## src/rtl/fpam_pkg.sv

```systemverilog
package fpam_pkg;
    parameter int EXP_W = 5;
    parameter int MAN_W = 10;

    localparam int W       = 1 + EXP_W + MAN_W;
    localparam int BIAS    = (1 << (EXP_W - 1)) - 1;
    localparam int EXP_MAX = (1 << EXP_W) - 1;
    localparam int SIG_W   = MAN_W + 1;
    localparam int ALN_W   = SIG_W + 3;
    localparam int SUM_W   = ALN_W + 1;
    localparam int PRD_W   = 2 * SIG_W;
    localparam int XE_W    = EXP_W + 3;
    localparam int SH_W    = 1 << EXP_W;
    localparam int WIDE_W  = SIG_W + 2 + SH_W;

    typedef struct packed {
        logic                    valid;
        logic                    mul;
        logic                    sign;
        logic                    sub;
        logic                    zero;
        logic signed [XE_W-1:0]  exp;
        logic [ALN_W-1:0]        ma;
        logic [ALN_W-1:0]        mb;
    } prep_t;

    typedef struct packed {
        logic                    valid;
        logic                    mul;
        logic                    sign;
        logic                    zero;
        logic signed [XE_W-1:0]  exp;
        logic [PRD_W-1:0]        raw;
    } core_t;

    typedef struct packed {
        logic                    valid;
        logic                    sign;
        logic                    zero;
        logic signed [XE_W-1:0]  exp;
        logic [SIG_W-1:0]        mant;
        logic                    guard;
        logic                    sticky;
    } norm_t;

    typedef struct packed {
        logic                    valid;
        logic                    sign;
        logic                    zero;
        logic signed [XE_W-1:0]  exp;
        logic [SIG_W:0]          mant;
    } rnd_t;

    typedef struct packed {
        logic                    valid;
        logic                    ovf;
        logic [W-1:0]            res;
    } res_t;

    function automatic logic [XE_W-1:0] lead_zeros(input logic [ALN_W-1:0] v);
        logic [XE_W-1:0] n;
        logic            seen;
        n    = '0;
        seen = 1'b0;
        for (int i = ALN_W - 1; i >= 0; i--) begin
            if (!seen) begin
                if (v[i]) seen = 1'b1;
                else      n = n + XE_W'(1);
            end
        end
        return n;
    endfunction
endpackage

```

## src/rtl/fpam_front.sv

```systemverilog
module fpam_front
    import fpam_pkg::*;
(
    input  logic         clk,
    input  logic         rst,
    input  logic         in_valid,
    input  logic         in_op,
    input  logic [W-1:0] in_a,
    input  logic [W-1:0] in_b,
    output core_t        core_o
);
    typedef struct packed {
        prep_t p;
        core_t c;
    } front_t;

    front_t d, q;

    always_comb begin
        logic             sa, sb, za, zb, a_big, s_big;
        logic [EXP_W-1:0] ea, eb, e_big, e_sml, diff;
        logic [SIG_W-1:0] sig_a, sig_b, sig_big, sig_sml;
        logic [WIDE_W-1:0] wide;
        logic [ALN_W-1:0] aligned;

        d = q;
        // stage 1: exponent alignment (add) or exponent sum (multiply)
        sa    = in_a[W-1];
        sb    = in_b[W-1];
        ea    = in_a[W-2 -: EXP_W];
        eb    = in_b[W-2 -: EXP_W];
        za    = (ea == '0);
        zb    = (eb == '0);
        sig_a = za ? '0 : {1'b1, in_a[MAN_W-1:0]};
        sig_b = zb ? '0 : {1'b1, in_b[MAN_W-1:0]};
        a_big   = ({ea, sig_a[MAN_W-1:0]} >= {eb, sig_b[MAN_W-1:0]});
        e_big   = a_big ? ea : eb;
        e_sml   = a_big ? eb : ea;
        sig_big = a_big ? sig_a : sig_b;
        sig_sml = a_big ? sig_b : sig_a;
        s_big   = a_big ? sa : sb;
        diff    = e_big - e_sml;
        wide    = {sig_sml, 2'b00, {SH_W{1'b0}}} >> diff;
        aligned = {wide[WIDE_W-1 -: SIG_W+2], |wide[SH_W-1:0]};

        d.p.valid = in_valid;
        d.p.mul   = in_op;
        if (in_op) begin
            d.p.sign = sa ^ sb;
            d.p.sub  = 1'b0;
            d.p.zero = za | zb;
            d.p.exp  = XE_W'(ea) + XE_W'(eb) - XE_W'(BIAS);
            d.p.ma   = ALN_W'(sig_a);
            d.p.mb   = ALN_W'(sig_b);
        end else begin
            d.p.sign = s_big;
            d.p.sub  = sa ^ sb;
            d.p.zero = za & zb;
            d.p.exp  = XE_W'(e_big);
            d.p.ma   = {sig_big, 3'b000};
            d.p.mb   = aligned;
        end

        // stage 2: significand add/subtract or multiply
        d.c.valid = q.p.valid;
        d.c.mul   = q.p.mul;
        d.c.sign  = q.p.sign;
        d.c.zero  = q.p.zero;
        d.c.exp   = q.p.exp;
        if (q.p.mul)
            d.c.raw = q.p.ma[SIG_W-1:0] * q.p.mb[SIG_W-1:0];
        else if (q.p.sub)
            d.c.raw = PRD_W'({1'b0, q.p.ma} - {1'b0, q.p.mb});
        else
            d.c.raw = PRD_W'({1'b0, q.p.ma} + {1'b0, q.p.mb});
    end

    always_ff @(posedge clk) begin
        if (rst) q <= '0;
        else     q <= d;
    end

    assign core_o = q.c;
endmodule

```

## src/rtl/fpam_norm.sv

```systemverilog
module fpam_norm
    import fpam_pkg::*;
(
    input  logic  clk,
    input  logic  rst,
    input  core_t core_i,
    output norm_t norm_o
);
    norm_t d, q;

    always_comb begin
        logic [SUM_W-1:0] sum;
        logic [XE_W-1:0]  lz;
        logic [ALN_W-1:0] shl;

        d       = q;
        d.valid = core_i.valid;
        d.sign  = core_i.sign;
        d.zero  = core_i.zero;
        d.exp   = core_i.exp;
        sum     = core_i.raw[SUM_W-1:0];
        lz      = lead_zeros(sum[ALN_W-1:0]);
        shl     = sum[ALN_W-1:0] << lz;

        if (core_i.mul) begin
            if (core_i.raw[PRD_W-1]) begin
                d.mant   = core_i.raw[PRD_W-1 -: SIG_W];
                d.guard  = core_i.raw[PRD_W-1-SIG_W];
                d.sticky = |core_i.raw[PRD_W-2-SIG_W:0];
                d.exp    = core_i.exp + XE_W'(1);
            end else begin
                d.mant   = core_i.raw[PRD_W-2 -: SIG_W];
                d.guard  = core_i.raw[PRD_W-2-SIG_W];
                d.sticky = |core_i.raw[PRD_W-3-SIG_W:0];
            end
        end else if (sum[SUM_W-1]) begin
            d.mant   = sum[SUM_W-1 -: SIG_W];
            d.guard  = sum[SUM_W-1-SIG_W];
            d.sticky = |sum[SUM_W-2-SIG_W:0];
            d.exp    = core_i.exp + XE_W'(1);
        end else begin
            d.zero   = core_i.zero | (sum == '0);
            d.mant   = shl[ALN_W-1 -: SIG_W];
            d.guard  = shl[ALN_W-1-SIG_W];
            d.sticky = |shl[ALN_W-2-SIG_W:0];
            d.exp    = core_i.exp - lz;
        end
    end

    always_ff @(posedge clk) begin
        if (rst) q <= '0;
        else     q <= d;
    end

    assign norm_o = q;
endmodule

```

## src/rtl/fpam_round.sv

```systemverilog
module fpam_round
    import fpam_pkg::*;
(
    input  logic  clk,
    input  logic  rst,
    input  norm_t norm_i,
    output res_t  res_o
);
    typedef struct packed {
        rnd_t r;
        res_t o;
    } back_t;

    back_t d, q;

    always_comb begin
        logic             inc, carry;
        logic [MAN_W-1:0] m;
        int               e_int;

        d = q;
        // stage 4: round to nearest, ties to even
        inc       = norm_i.guard & (norm_i.sticky | norm_i.mant[0]);
        d.r.valid = norm_i.valid;
        d.r.sign  = norm_i.sign;
        d.r.zero  = norm_i.zero;
        d.r.exp   = norm_i.exp;
        d.r.mant  = {1'b0, norm_i.mant} + (SIG_W+1)'(inc);

        // stage 5: renormalize, then saturate or flush
        carry = q.r.mant[SIG_W];
        m     = carry ? q.r.mant[MAN_W:1] : q.r.mant[MAN_W-1:0];
        e_int = int'($signed(q.r.exp)) + (carry ? 1 : 0);
        d.o.valid = q.r.valid;
        d.o.ovf   = 1'b0;
        d.o.res   = '0;
        if (!q.r.zero) begin
            if (e_int > EXP_MAX) begin
                d.o.res = {q.r.sign, {(W-1){1'b1}}};
                d.o.ovf = q.r.valid;
            end else if (e_int >= 1) begin
                d.o.res = {q.r.sign, EXP_W'(e_int), m};
            end
        end
    end

    always_ff @(posedge clk) begin
        if (rst) q <= '0;
        else     q <= d;
    end

    assign res_o = q.o;
endmodule

```

## src/rtl/fpam_unit.sv

```systemverilog
module fpam_unit
    import fpam_pkg::*;
(
    input  logic         clk,
    input  logic         rst,
    input  logic         in_valid,
    input  logic         in_op,
    input  logic [W-1:0] in_a,
    input  logic [W-1:0] in_b,
    output logic         out_valid,
    output logic [W-1:0] out_result,
    output logic         out_ovf
);
    core_t core_w;
    norm_t norm_w;
    res_t  res_w;

    fpam_front u_front (
        .clk      (clk),
        .rst      (rst),
        .in_valid (in_valid),
        .in_op    (in_op),
        .in_a     (in_a),
        .in_b     (in_b),
        .core_o   (core_w)
    );

    fpam_norm u_norm (
        .clk    (clk),
        .rst    (rst),
        .core_i (core_w),
        .norm_o (norm_w)
    );

    fpam_round u_round (
        .clk    (clk),
        .rst    (rst),
        .norm_i (norm_w),
        .res_o  (res_w)
    );

    assign out_valid  = res_w.valid;
    assign out_result = res_w.res;
    assign out_ovf    = res_w.ovf;
endmodule

```

## config.mk

```make
export PLATFORM = sky130hd
export DESIGN_NAME = fpam_unit
export DESIGN_NICKNAME = d
export VERILOG_FILES = /design/src/rtl/fpam_pkg.sv /design/src/rtl/fpam_front.sv /design/src/rtl/fpam_norm.sv /design/src/rtl/fpam_round.sv /design/src/rtl/fpam_unit.sv
export SDC_FILE = /design/constraint.sdc
export NUM_CORES = 1
export LEC_CHECK = 0
export BUFFER_PORTS_ARGS = -buffer_cell sky130_fd_sc_hd__buf_2
export CAP_MARGIN = 40
export CORE_ASPECT_RATIO = 0.8
export CORE_UTILIZATION = 60
export CTS_CLUSTER_SIZE = 12
export DETAILED_ROUTE_END_ITERATION = 12
export PLACE_DENSITY = 0.87
export SYNTH_ARGS = -nofsm -noshare
export SYNTH_HDL_FRONTEND = slang
export SYNTH_HIERARCHICAL = 1
export SYNTH_SLANG_ARGS = --single-unit
```

## constraint.sdc

```tcl
create_clock -name clk -period 23.3 [get_ports clk]
set_input_delay 4.66 -clock clk [delete_from_list [all_inputs] [get_ports clk]]
set_output_delay 4.66 -clock clk [all_outputs]
set_load 0.01 [all_outputs]
```

==> results list, run 1 <==
* Startpoint type of the worst setup path: flip-flop
- Total wire length: about 37000 µm
- Worst hold margin: 0.438 ns
- Worst-path fanout max: 10
- The critical path ends at u_norm/norm_o[20].
- For the finished layout, the period the worst path requires is around 10 ns.
- At the pin with the least slew margin, the transition time is 0.993 ns.
- Root buffer cell: sky130_fd_sc_hd__clkbuf_16
- Worst-case vdd ir drop: 0.0686 mV
- Wire length of the first global-routing pass: between 60000 and 70000 µm
- The synthesized netlist contains roughly 100 unique library cells.
* Via/cell ratio: ~6.1
* Cell family contributing the most delay on the critical path: adder cells
* Ratio of total power to cell area: 92.2 mW/mm²
- Cts-stage hold buffer count: 0
- Number of cells traversed by the worst register-to-register path: 47
- CP startpoint: u_front/core_o[12]
- For this run, the total global-route usage over all layers was measured as 0.301.
- For this design the top-level I/O count stands at between 50 and 60.
* Floorplan Core Area: roughly 0.024 mm²
* Hold Crit Depth: 1
- For this design the total switching power over the nets is 0.000640 W.
- For this run, the top clock speed supported by timing is between 0.09 and 0.1 GHz.
* Post-synthesis area per instance: 8.08 µm²
- In this run the number of cells on the critical path is between 40 and 50.
* Area share of the largest cell type after synthesis: 0.190
- Die outline width: ~180 µm
- Routability Congestion: 0.937
- In this run the vertical extent of the chip is ~140 µm.
- Share of synthesized flip-flops with an asynchronous set or reset: 0
- For this configuration, the core starts out at a cell density of 0.616.
* Switching part of the total power: 0.459
- Layout cells sized above 1: 0.0871
- Per-cell routed wire length: between 15 and 20 µm
* Count of cells resized by post-cts repair: 0
- Across the run, the number of max-cap violations was 0.
- Unrepaired setup endpoints after global routing: false
* Count of flip-flops with a built-in enable after synthesis: 0
* Proportion of power drawn by the clock network: 0.198
* Worst clock skew: about 0.012 ns
- Together, buffers and inverters on the worst path number 5.
- Synthesis produced a netlist whose cell count is about 1800.
* Data required time of the worst path: between 20 and 25 ns
- In the routed design, unresolved DRC markers number 0.
- In this run the static leakage power is 6.81 nW.
- Final number of max-transition violations: 0
- Counting along the longest clock path gives a buffer depth of 2.
* Max incr delay on CP: roughly 0.79 ns
- Vias in the first global route: around 12000
- Kind of critical path: flip-flop to flip-flop
- Sequential Area: approximately 0.0028 mm²
* Ant. Diodes: 0
- Total of endpoints with negative setup slack in the final report: 0
* Multi-input gate area: ~0.010 mm²
- Antenna viol nets, final: 0
* Synth area leaders: sky130_fd_sc_hd__dfxtp_1, sky130_fd_sc_hd__fa_1, sky130_fd_sc_hd__ha_1
- Counting the buffers created by CTS gives 17.
- HPWL after detailed placement: about 28000 µm
- STA classifies the critical path endpoint as a flip-flop.
- Maximum number of pins on one net before global-route repair: 61
- Latest clock arrival within the worst-skew pair: roughly 0.42 ns
- At the worst endpoint, the arrival time is approximately 11 ns.
- Relative max-transition margin: 0.333
* Most Frequent Cell on Critical Path: sky130_fd_sc_hd__ha_1
* IO buf count: 53
- The number of antenna violations at the first check in global routing came to 0.
- Final hold violation count: 0
* Result of the run: finished, final reports clean
- In this run the cell area of the synthesized design comes to about 0.015 mm².
* Number of clock sinks: ~140
- Register clock-pin slew on the reported worst setup and hold paths: around 0.060 ns
- Total internal power: between 0.0007 and 0.0008 W
- Number of fill cells: 1980
* Syn nets: ~2100
- In the synthesized netlist the dominant register cell turns out to be sky130_fd_sc_hd__dfxtp_1.
- The first TritonRoute pass finished after 6 iterations.
- For this block, the via count after detailed routing is ~13000.
- Total negative setup slack: 0 ns
- Number of cell rows: 50
* Seq cells post-synth: 138
* Path type of the worst min-delay path: flip-flop to flip-flop
- The share of total power dissipated in sequential elements is 0.228.
* Reg-to-reg setup timing slack: 13.01 ns
- In this run the critical register-to-register path is captured at u_norm/norm_o[20].
* CTS tree: built
* Post-layout net count: approximately 2000
* Reg-to-Reg Start: u_front/core_o[12]
* Standard cell with the maximum stage delay on the critical path: sky130_fd_sc_hd__xnor2_1
- The share of total power dissipated in combinational logic is 0.573.
- Htree depth: 4
* Library cell with the largest summed area after synthesis: sky130_fd_sc_hd__dfxtp_1
* Iteration-0 DRC count of the detailed router: between 1000 and 1500
- Buffers inserted during post-CTS setup optimization: 0
- Sequential share of the synthesized area: 0.190
* DIE AREA: 0.0248 mm²
* Area delta synth->final: 4.08%
- Count of yosys warnings during synthesis: 6
- Dividing the final minimum period by the clock period gives 0.442.
- After global routing the overflow that remains totals 0.
## through the flow
| stage | worst slack (ns) | util | area [µm²] | power, W | instances |
|---|---|---|---|---|---|
| after floorplan | 13.96 | - | 14500 | 0.000943 | 1797 |
| after detailed placement | 13.08 | 0.615 | 14500 | 0.00110 | 2036 |
| final | 13.01 | 0.641 | 15100 | 0.00139 | 2068 |
| after global routing | 12.41 | 0.641 | 15100 | 0.00149 | 2068 |
| after global placement | 13.19 | 0.613 | 14500 | 0.00107 | 2031 |
| after CTS | 13.24 | 0.641 | 15100 | 0.00138 | 2068 |
## state kept, by name (all words and copies together), names as in the netlist
name            cells
u_front/core_o     33
u_front/q          29
u_norm/norm_o      24
u_round/q          22
u_round/res_o      18
u_front/d          11
u_round/d           1
## worst min path at each step
stage                       from  slack, ns           endpoint
2_1_floorplan      u_round/d[17]       0.41  u_round/res_o[17]
3_3_place_gp   u_norm/norm_o[23]       0.42      u_round/d[17]
3_5_place_dp   u_norm/norm_o[21]       0.42      u_round/q[38]
4_1_cts        u_norm/norm_o[21]       0.44      u_round/q[38]
5_1_grt        u_norm/norm_o[21]       0.45      u_round/q[38]
6_report       u_norm/norm_o[21]       0.44      u_round/q[38]
## placed cells by master, fill, tap and decap left out, types with 7 or more instances in the layout
master	count
sky130_fd_sc_hd__a211oi_1	50
sky130_fd_sc_hd__a21boi_0	9
sky130_fd_sc_hd__a21o_1	20
sky130_fd_sc_hd__a21oi_1	99
sky130_fd_sc_hd__a31oi_1	13
sky130_fd_sc_hd__and2_1	47
sky130_fd_sc_hd__and3_1	14
sky130_fd_sc_hd__buf_2	53
sky130_fd_sc_hd__buf_4	8
sky130_fd_sc_hd__clkbuf_16	17
sky130_fd_sc_hd__dfxtp_1	138
sky130_fd_sc_hd__fa_1	84
sky130_fd_sc_hd__ha_1	133
sky130_fd_sc_hd__inv_1	201
sky130_fd_sc_hd__inv_6	7
sky130_fd_sc_hd__mux2_2	13
sky130_fd_sc_hd__mux2i_1	50
sky130_fd_sc_hd__nand2_1	175
sky130_fd_sc_hd__nand2b_1	25
sky130_fd_sc_hd__nand3_1	31
sky130_fd_sc_hd__nand4_1	11
sky130_fd_sc_hd__nor2_1	145
sky130_fd_sc_hd__nor2b_1	38
sky130_fd_sc_hd__nor3_1	44
sky130_fd_sc_hd__nor3b_1	10
sky130_fd_sc_hd__o211ai_1	10
sky130_fd_sc_hd__o21ai_0	62
sky130_fd_sc_hd__o21bai_1	8
sky130_fd_sc_hd__o22ai_1	9
sky130_fd_sc_hd__o31ai_1	10
sky130_fd_sc_hd__xnor2_1	41
sky130_fd_sc_hd__xor2_1	26
## layout make-up
cell class / count / share of cell area
Clock buffer: 17 / 0.0281
Tap cell: 312 / 0.0258
Multi-Input combinational cell: 1318 / 0.676
Sequential cell: 138 / 0.183
Timing Repair Buffer: 63 / 0.0243
Clock inverter: 15 / 0.0116
Inverter: 205 / 0.0509
## power groups by stage
stage | logic (W) | registers, W | clock network [W]
floorplan | 0.000651 | 0.000292 | 0
global placement | 0.000752 | 0.000321 | 0
detailed placement | 0.000773 | 0.000322 | 0
CTS | 0.000779 | 0.000317 | 0.000279
global route | 0.000878 | 0.000322 | 0.000290
finish | 0.000800 | 0.000318 | 0.000276
## cell families after synthesis
family | synth area share
buf+inv | 0.106
xor+xnor | 0.0472
flops | 0.190
fa+ha+maj | 0.231
compound gates | 0.173
mux | 0.0486
simple gates | 0.204
## synth_stat cells (7+ instances only)
| cell type | n |
|---|---|
| sky130_fd_sc_hd__o22ai_1 | 9 |
| sky130_fd_sc_hd__clkbuf_1 | 66 |
| sky130_fd_sc_hd__o21bai_1 | 8 |
| sky130_fd_sc_hd__mux2_2 | 13 |
| sky130_fd_sc_hd__xor2_1 | 26 |
| sky130_fd_sc_hd__or3_1 | 7 |
| sky130_fd_sc_hd__inv_1 | 201 |
| sky130_fd_sc_hd__o21ai_0 | 62 |
| sky130_fd_sc_hd__nand4_1 | 11 |
| sky130_fd_sc_hd__ha_1 | 133 |
| sky130_fd_sc_hd__nand3_1 | 31 |
| sky130_fd_sc_hd__o211ai_1 | 10 |
| sky130_fd_sc_hd__nand2_1 | 175 |
| sky130_fd_sc_hd__nor3b_1 | 10 |
| sky130_fd_sc_hd__nor3_1 | 44 |
| sky130_fd_sc_hd__mux2i_1 | 50 |
| sky130_fd_sc_hd__buf_2 | 7 |
| sky130_fd_sc_hd__buf_4 | 54 |
| sky130_fd_sc_hd__a21oi_1 | 99 |
| sky130_fd_sc_hd__a21o_1 | 20 |
| sky130_fd_sc_hd__a211oi_1 | 50 |
| sky130_fd_sc_hd__and3_1 | 14 |
| sky130_fd_sc_hd__nor2_1 | 145 |
| sky130_fd_sc_hd__a21boi_0 | 9 |
| sky130_fd_sc_hd__a31oi_1 | 13 |
| sky130_fd_sc_hd__nand2b_1 | 25 |
| sky130_fd_sc_hd__fa_1 | 84 |
| sky130_fd_sc_hd__o31ai_1 | 10 |
| sky130_fd_sc_hd__nor2b_1 | 38 |
| sky130_fd_sc_hd__and2_1 | 47 |
| sky130_fd_sc_hd__xnor2_1 | 41 |
| sky130_fd_sc_hd__dfxtp_1 | 138 |
## metal layers
metal	wire, µm	vias to the layer above	track usage
met5	0	-	0
met4	445	0	0.0618
met3	3100	43	0.0529
met2	16500	553	0.473
met1	16800	6015	0.432
li1	-	5962	-
No activity file was read; power rests on OpenSTA's default activity.
==> run 2, diff against run 1 <==
Clock period 23.3 ns to 10.07 ns, I/O delays scaled along.
==> run 2 against run 1 <==
Compared with the run above:
- register-to-register slack worse by 12 ns
- core utilization up 0.41 points
- die area unchanged
- flip-flop and latch count unchanged
- first-iteration DRC count down 6.8%
- sequential power up 130%
- critical endpoint unchanged
==> results list, run 2 (same netlist as run 1, synthesis figures left out) <==
* Result of the run: finished, final reports clean
* Kind of critical path: flip-flop to flip-flop
- Die outline width: 176 µm
* Wire length of the first global-routing pass: between 60000 and 70000 µm
* Switching part of the total power: 0.461
- Routability Congestion: 0.948
- Worst hold margin: 0.438 ns
- The internal power of the cells totals between 0.0015 and 0.002 W.
- Worst-case vdd ir drop: 0.154 mV
- Startpoint type of the worst setup path: flip-flop
- Entering global routing, the biggest net connects 82 pins.
- Transition time at the pin with the least slew margin: slightly above 0.9 ns
- Ant. Diodes: 0
- Logic pwr share: 0.595
- Final period utilization: 0.936
* Iteration-0 DRC count of the detailed router: ~1300
* Post-layout net count: around 2000
- For this block, the routed nets add up to approximately 37000 µm of wire.
* Final hold violation count: 0
- Max Clock Freq: between 0.1 and 0.15 GHz
* Number of clock sinks: between 100 and 150
* GRT overflow: 0
- The number of global-route vias before repair was about 12000.
* Number of flip-flops in the largest register: 33
* Total negative setup slack: 0 ns
- IO buf count: 53
* Total global routing track utilization: 0.304
* Unrepaired setup endpoints after global routing: false
* Setup slack after placement: about 0.0034 ns
* DRC violations left: 0
- The largest single stage delay on the critical path is 0.39 ns.
- I/O Pins: 54
- The number of antenna violations at the first check in global routing came to 0.
- Router iterations before antenna repair: 6
- Latest clock arrival within the worst-skew pair: roughly 0.43 ns
- Ratio of total power to cell area: 220 mW/mm²
- Floorplan Core Area: ~0.024 mm²
- The count of nets left with antenna violations once routing finished came out at 0.
* CP startpoint: u_front/core_o[12]
- The slowest stage of the critical path belongs to the cell sky130_fd_sc_hd__dfxtp_4.
- Starting Density: 0.616
- The number of hold buffers added after CTS was 0.
- Clock-pin slew was measured on the worst setup and hold paths at 0.07 ns.
* Worst hold path startpoint: u_front/d[30]
- Counting stages on the worst path, the most repeated cell is sky130_fd_sc_hd__ha_1.
- Of the cells placed in the final design, the portion with a size suffix greater than 1 is 0.0973.
- TritonCTS Buffers: 17
- Fin worst setup slack: 0.649 ns
- Reg-to-Reg Start: u_front/core_o[12]
- Net Switching: between 0.0015 and 0.002 W
- In the final routed layout, each cell accounts on average for about 18 µm.
- Number of cell rows: 50
* HPWL after detailed placement: 28400 µm
- Placed Instance Area: 0.0146 mm²
- Counting I/O delays and the setup requirement, the final critical path takes 9.42 ns.
- The number of slew-limit violations in the final report was 0.
* DIE AREA: between 0.02 and 0.025 mm²
- Using the TritonRoute via totals, the vias-per-cell ratio works out to around 6.1.
* Total of endpoints with negative setup slack in the final report: 0
- In this run the worst path has a maximum fanout of 7.
- STA classifies the critical path endpoint as a flip-flop.
* Arrival time of the worst setup path: slightly below 10 ns
* Area delta synth->final: 4.76%
* Sequential fraction of design power: 0.221
- Across the run, the number of max-cap violations was 0.
- Fin util: 0.645
- Standby leakage power: between 6 and 7 nW
- Clock tree synthesis selected as its root buffer the cell sky130_fd_sc_hd__clkbuf_16.
- In the layout the commonest cells are sky130_fd_sc_hd__inv_1, sky130_fd_sc_hd__nand2_1, sky130_fd_sc_hd__nor2_1.
- Clk buf depth: 2
* Worst clock skew: between 0.01 and 0.015 ns
- Relative max-transition margin: 0.374
* Htree depth: 4
- Die height: between 100 and 150 µm
* Data required time of the worst path: approximately 10 ns
* Leading cell type in the layout, fill and taps excluded: sky130_fd_sc_hd__inv_1
* CTS tree: built
- Total non-filler cell area in the finished layout: about 0.015 mm²
* Path type of the worst min-delay path: flip-flop to flip-flop
- Proportion of power drawn by the clock network: 0.185
* Routed via count: between 10000 and 15000
## run 2: changes by cell type in the layout (fill, tap and decap cells not counted), sizes merged
cell      delta
bufinv       -1
buf         +11
inv          -1
clkinvlp     -3
clkinv       +5
## run 2: power groups by stage
| stage | sequential [W] | clock [W] | combinational (W) |
|---|---|---|---|
| floorplan | 0.000676 | 0 | 0.00151 |
| global placement | 0.000743 | 0 | 0.00178 |
| detailed placement | 0.000746 | 0 | 0.00185 |
| CTS | 0.000734 | 0.000625 | 0.00187 |
| global route | 0.000749 | 0.000650 | 0.00217 |
| finish | 0.000738 | 0.000618 | 0.00199 |
## run 2: layout make-up
| class | count | area [µm²] |
|---|---|---|
| Fill cell | 1969 | 8370 |
| Multi-Input combinational cell | 1318 | 10200 |
| Clock buffer | 17 | 425 |
| Tap cell | 312 | 390 |
| Clock inverter | 15 | 160 |
| Inverter | 205 | 769 |
| Sequential cell | 138 | 2770 |
| Timing Repair Buffer | 74 | 450 |
## run 2: final timing paths
| path | endpoint | slack (ns) | cells past startpoint |
|---|---|---|---|
| max | u_norm/norm_o[20] | 0.65 | 48 |
| min | u_front/core_o[30] | 0.44 | 1 |
| max reg2reg | u_norm/norm_o[20] | 0.65 | 48 |
| min reg2reg | u_front/core_o[30] | 0.44 | 1 |
## run 2: through the flow
stage / total power (W) / instances
after floorplan: 0.00218 / 1797
after global placement: 0.00252 / 2035
after detailed placement: 0.00260 / 2041
after CTS: 0.00323 / 2073
after global routing: 0.00357 / 2079
final: 0.00335 / 2079
## run 2: critical path: cells and delay by family, from the launching register on
| kind | cells | cell delay, ns |
|---|---|---|
| muxes | 7 | 1.42 |
| DFF | 1 | 0.39 |
| buffers and inverters | 4 | 0.36 |
| AOI/OAI and AO/OA | 16 | 2.59 |
| and+or+nand+nor | 9 | 1.00 |
| adders and majority gates | 11 | 3.35 |
| xor gates and xnor gates | 1 | 0.15 |
## run 2: repair_timing
action	CTS	global route
setup endpoints to repair	1	7
resized for setup	1	11
buffers inserted	0	6
pin swaps	0	4
## run 2: routing by layer
metal  wire length, µm  share of wire  global-route usage
met3              3250          0.088              0.0577
met1             16400           0.44               0.424
met2             16800           0.45               0.481
met4               527          0.014              0.0792
met5                 0              0                   0
==> run 3, diff against run 2 <==
Settings changed: CORE_UTILIZATION 60 to 58, SKIP_LAST_GASP set to 1, SYNTH_HIERARCHICAL 1 to not set.
Clock period 10.07 ns to 7.93 ns, I/O delays scaled along.
==> run 3 against run 2 <==
Compared with the run above:
- the run now ends with negative setup slack left
- design area grew 3.6%
- register-to-register slack worse by 1.6 ns
- core utilization increased by 2.3 points
- hold slack got worse by 0.015 ns
- combinational power grew 54%
- first-iteration DRC count is 25% higher
- fmax rose by 5.9%
- clock skew is essentially flat
- largest cell class unchanged
- highest routed layer unchanged
==> results list, run 3 <==
* Total internal power: ~0.0027 W
- STA classifies the critical path endpoint as a flip-flop.
- Post-synthesis instance area: between 0.01 and 0.015 mm²
* Relative max-transition margin: 0.343
- Summed over all cells, the static leakage comes to 7.24 nW.
- Number of flip-flops in the largest register: 34
- Area delta synth->final: 12.0%
- Reg-to-reg setup timing slack: -0.96 ns
* Sequential fraction of design power: 0.197
- At the worst endpoint, the required time is slightly above 8 ns.
- Hold repair after CTS inserted 0 buffers.
- Entering global routing, the biggest net connects 65 pins.
- Via/cell ratio: approximately 6.2
* Sequential share of the synthesized area: 0.199
* Kind of critical path: flip-flop to flip-flop
- Logic pwr share: 0.640
* TritonCTS Buffers: 17
- The wire-length estimate of the detail-placed layout is between 20000 and 30000 µm.
- The number of antenna violations at the first check in global routing came to 0.
* Transition time at the pin with the least slew margin: about 1 ns
* Routed via count: between 10000 and 15000
- In the final routed layout, each cell accounts on average for approximately 19 µm.
* Routability Congestion: ~1.0
- The number of global-route vias before repair was 12778.
- The most used flip-flop cell after synthesis is sky130_fd_sc_hd__dfxtp_1.
- Counting cells, the worst reg-to-reg path comes to slightly below 50.
- Proportion of power drawn by the clock network: 0.163
- Most common cell in the netlist: sky130_fd_sc_hd__inv_1
- Counting stages on the worst path, the most repeated cell is sky130_fd_sc_hd__ha_1.
- IO buf count: between 50 and 60
* Final Critical Period: 8.89 ns
* # Max-Cap Violations: 0
- Fin worst setup slack: -0.963 ns
- Timing would allow up to around 0.11 GHz.
* Ant. Diodes: 0
* Final period utilization: 1.12
- Of all nets on the critical path, the largest fanout is 3.
- Counting the fill cells in the layout gives between 1500 and 2000.
- Placed Instance Area: ~0.015 mm²
* Switching part of the total power: 0.430
- Total non-filler cell area in the finished layout: ~0.016 mm²
- Max incr delay on CP: around 0.36 ns
- The finished layout holds between 2000 and 2500 standard cells, fillers aside.
- Net Switching: between 0.002 and 0.0025 W
- After clock tree synthesis, the clock-pin slew on the worst setup and hold paths is 0.06 ns.
- Iteration-0 DRC count of the detailed router: 1614
- The worst hold path terminates at u_round.res_o[15].
* Worst r2r dst: u_norm.norm_o[20]
* Leading cell type in the layout, fill and taps excluded: sky130_fd_sc_hd__nor2_1
- Syn nets: 1993
* Violations in the final reports: negative setup slack
* Result of the run: finished with violations
* Router iterations before antenna repair: 7
- Die height: between 100 and 150 µm
- Area share of the largest cell type after synthesis: 0.199
- 54 I/O pins were placed.
- After synthesis, the cell types taking the most area are sky130_fd_sc_hd__dfxtp_1, sky130_fd_sc_hd__fa_1, sky130_fd_sc_hd__ha_1.
* Path type of the worst min-delay path: flip-flop to flip-flop
- The worst-case IR drop observed on VDD is about 0.24 mV.
- The count of nets left with antenna violations once routing finished came out at 0.
* CTS tree: built
- Worst clock skew: ~0.011 ns
- In the final layout, the multi-input gates occupy 0.0104 mm².
* Hold Crit Depth: 2
* Standard cell with the maximum stage delay on the critical path: sky130_fd_sc_hd__dfxtp_4
* Latest clock arrival within the worst-skew pair: 0.43 ns
- Library cell with the largest summed area after synthesis: sky130_fd_sc_hd__dfxtp_1
- Floorplan Core Area: between 0.02 and 0.025 mm²
- From left edge to right edge, the die measures roughly 180 µm.
- After synthesis the netlist holds a flip-flop and latch count of 140.
- Counting tap cells, the placed design contains a total of roughly 2000 instances.
* Starting Density: 0.597
- The first global-routing pass estimated between 60000 and 70000 µm of wire.
- Clock tree synthesis found a total of 140 sinks.
- The final count of hold timing violations was 0.
- Root buffer cell: sky130_fd_sc_hd__clkbuf_16
- The floorplan step defined a die boundary enclosing around 0.025 mm².
- By count the netlist is led by sky130_fd_sc_hd__inv_1, sky130_fd_sc_hd__nor2_1, sky130_fd_sc_hd__nand2_1.
- Distinct cell type count after synthesis: roughly 90
- Ratio of total power to cell area: 304 mW/mm²
* Htree depth: 4
- Count of flip-flops with a built-in enable after synthesis: 0
* Number of cell rows: 50
- The number of slew-limit violations in the final report is 0.
- The Yosys step of the flow raised 0 warnings.
- For this run, the total global-route usage over all layers was measured as 0.315.
* Unrepaired setup endpoints after global routing: true
- A synthesized cell averages 8.08 µm².
* Gate count after technology mapping: roughly 1700
- Clk buf depth: 2
* Sequential Area: 0.00281 mm²
- Worst hold margin: between 0.4 and 0.5 ns
- Setup violations remaining at the end of the flow were counted as 20.
- The worst setup path is launched from a flip-flop.
* Total wire length: approximately 39000 µm
- Data on the critical path arrives at its endpoint at a little over 9 ns.
- Share of synthesized flip-flops with an asynchronous set or reset: 0
- Worst hold path startpoint: u_round.q[39]
- The library cells used most frequently in the layout, excluding fill and tap cells, are sky130_fd_sc_hd__nor2_1, sky130_fd_sc_hd__nand2_1, sky130_fd_sc_hd__inv_1.
- After the last flow step, the layout net total stands at just over 2000.
* Reg-to-Reg Start: u_front.core_o[12]
- Timing analysis after detailed placement gives a worst setup slack of -0.941 ns.
- Layout cells sized above 1: 0.141
- DRC violations left: 0
- Global routing finished with a remaining overflow of 0.
-- run 3: cell count changes after synthesis, sizes merged, moves of 12 or more --
cell / before / now
buf: 70 / 29
inv: 204 / 165
nand2: 176 / 163
nor2: 146 / 164
nor3: 45 / 33
o21ai: 69 / 86
xnor2: 44 / 57
-- run 3: cells by family after synthesis --
family                     count (synthesis)  synth area share
buffers and inverters                    272            0.0789
AOI/OAI and AO/OA                        389             0.180
DFF                                      140             0.199
adders and majority gates                217             0.238
xor gates and xnor gates                  75            0.0487
and+or+nand+nor                          572             0.196
muxes                                     76            0.0592
-- run 3: cell type report --
cell class              count  area share
clock buffers              20      0.0290
clock inverters            10     0.00746
inverters                 168      0.0402
multi-input cells        1329       0.662
flip-flops and latches    140       0.178
well taps                 312      0.0248
repair buffers            131      0.0588
-- run 3: worst max-delay path by stage --
stage | start | to | cells after the start | slack (ns)
after CTS | u_front.core_o[12] | u_norm.norm_o[20] | 50 | -0.70
after detailed placement | u_front.core_o[12] | u_norm.norm_o[20] | 50 | -0.94
after global placement | u_front.core_o[12] | u_norm.norm_o[20] | 50 | -0.48
after global routing | u_front.core_o[12] | u_norm.norm_o[20] | 50 | -1.44
after floorplan | u_front.core_o[11] | u_norm.norm_o[20] | 49 | -0.73
final | u_front.core_o[12] | u_norm.norm_o[20] | 49 | -0.96
-- run 3: per-layer routing --
layer  up-vias  GRT usage  wire [µm]
met5         -          0          0
met1      6229      0.409      16400
met4         0     0.0938       1210
met3       134     0.0598       3490
li1       6054          -          -
met2       696      0.531      18400
-- run 3: worst max-delay path, delay by kind of cell (launching register included) --
kind | cells | cell delay (ns)
xor+xnor | 3 | 0.43
compound gates | 20 | 3.24
simple gates | 5 | 0.45
mux | 4 | 0.82
fa+ha+maj | 11 | 2.93
buf+inv | 6 | 0.53
flops | 1 | 0.36
-- run 3: per-stage QoR --
step / TNS [ns] / power, W / util
final: -11.32 / 0.00478 / 0.668
after global routing: -21.01 / 0.00505 / 0.668
after CTS: -6.29 / 0.00437 / 0.659
after detailed placement: -8.59 / 0.00343 / 0.626
after global placement: -1.62 / 0.00334 / 0.626
after floorplan: -2.53 / 0.00280 / -
-- run 3: power by group through the flow --
stage	Clock, W	Combinational (W)	Sequential [W]
after floorplan	0	0.00192	0.000883
after CTS	0.000780	0.00265	0.000936
after global placement	0	0.00240	0.000945
final	0.000780	0.00306	0.000943
after global routing	0.000814	0.00329	0.000951
after detailed placement	0	0.00248	0.000948
-- run 3: timing repair --
item / in CTS / in global routing
cloned: 0 / 2
pin swaps: 34 / 26
buffers inserted: 12 / 12
gates resized for setup: 23 / 20
setup endpoints to repair: 20 / 20
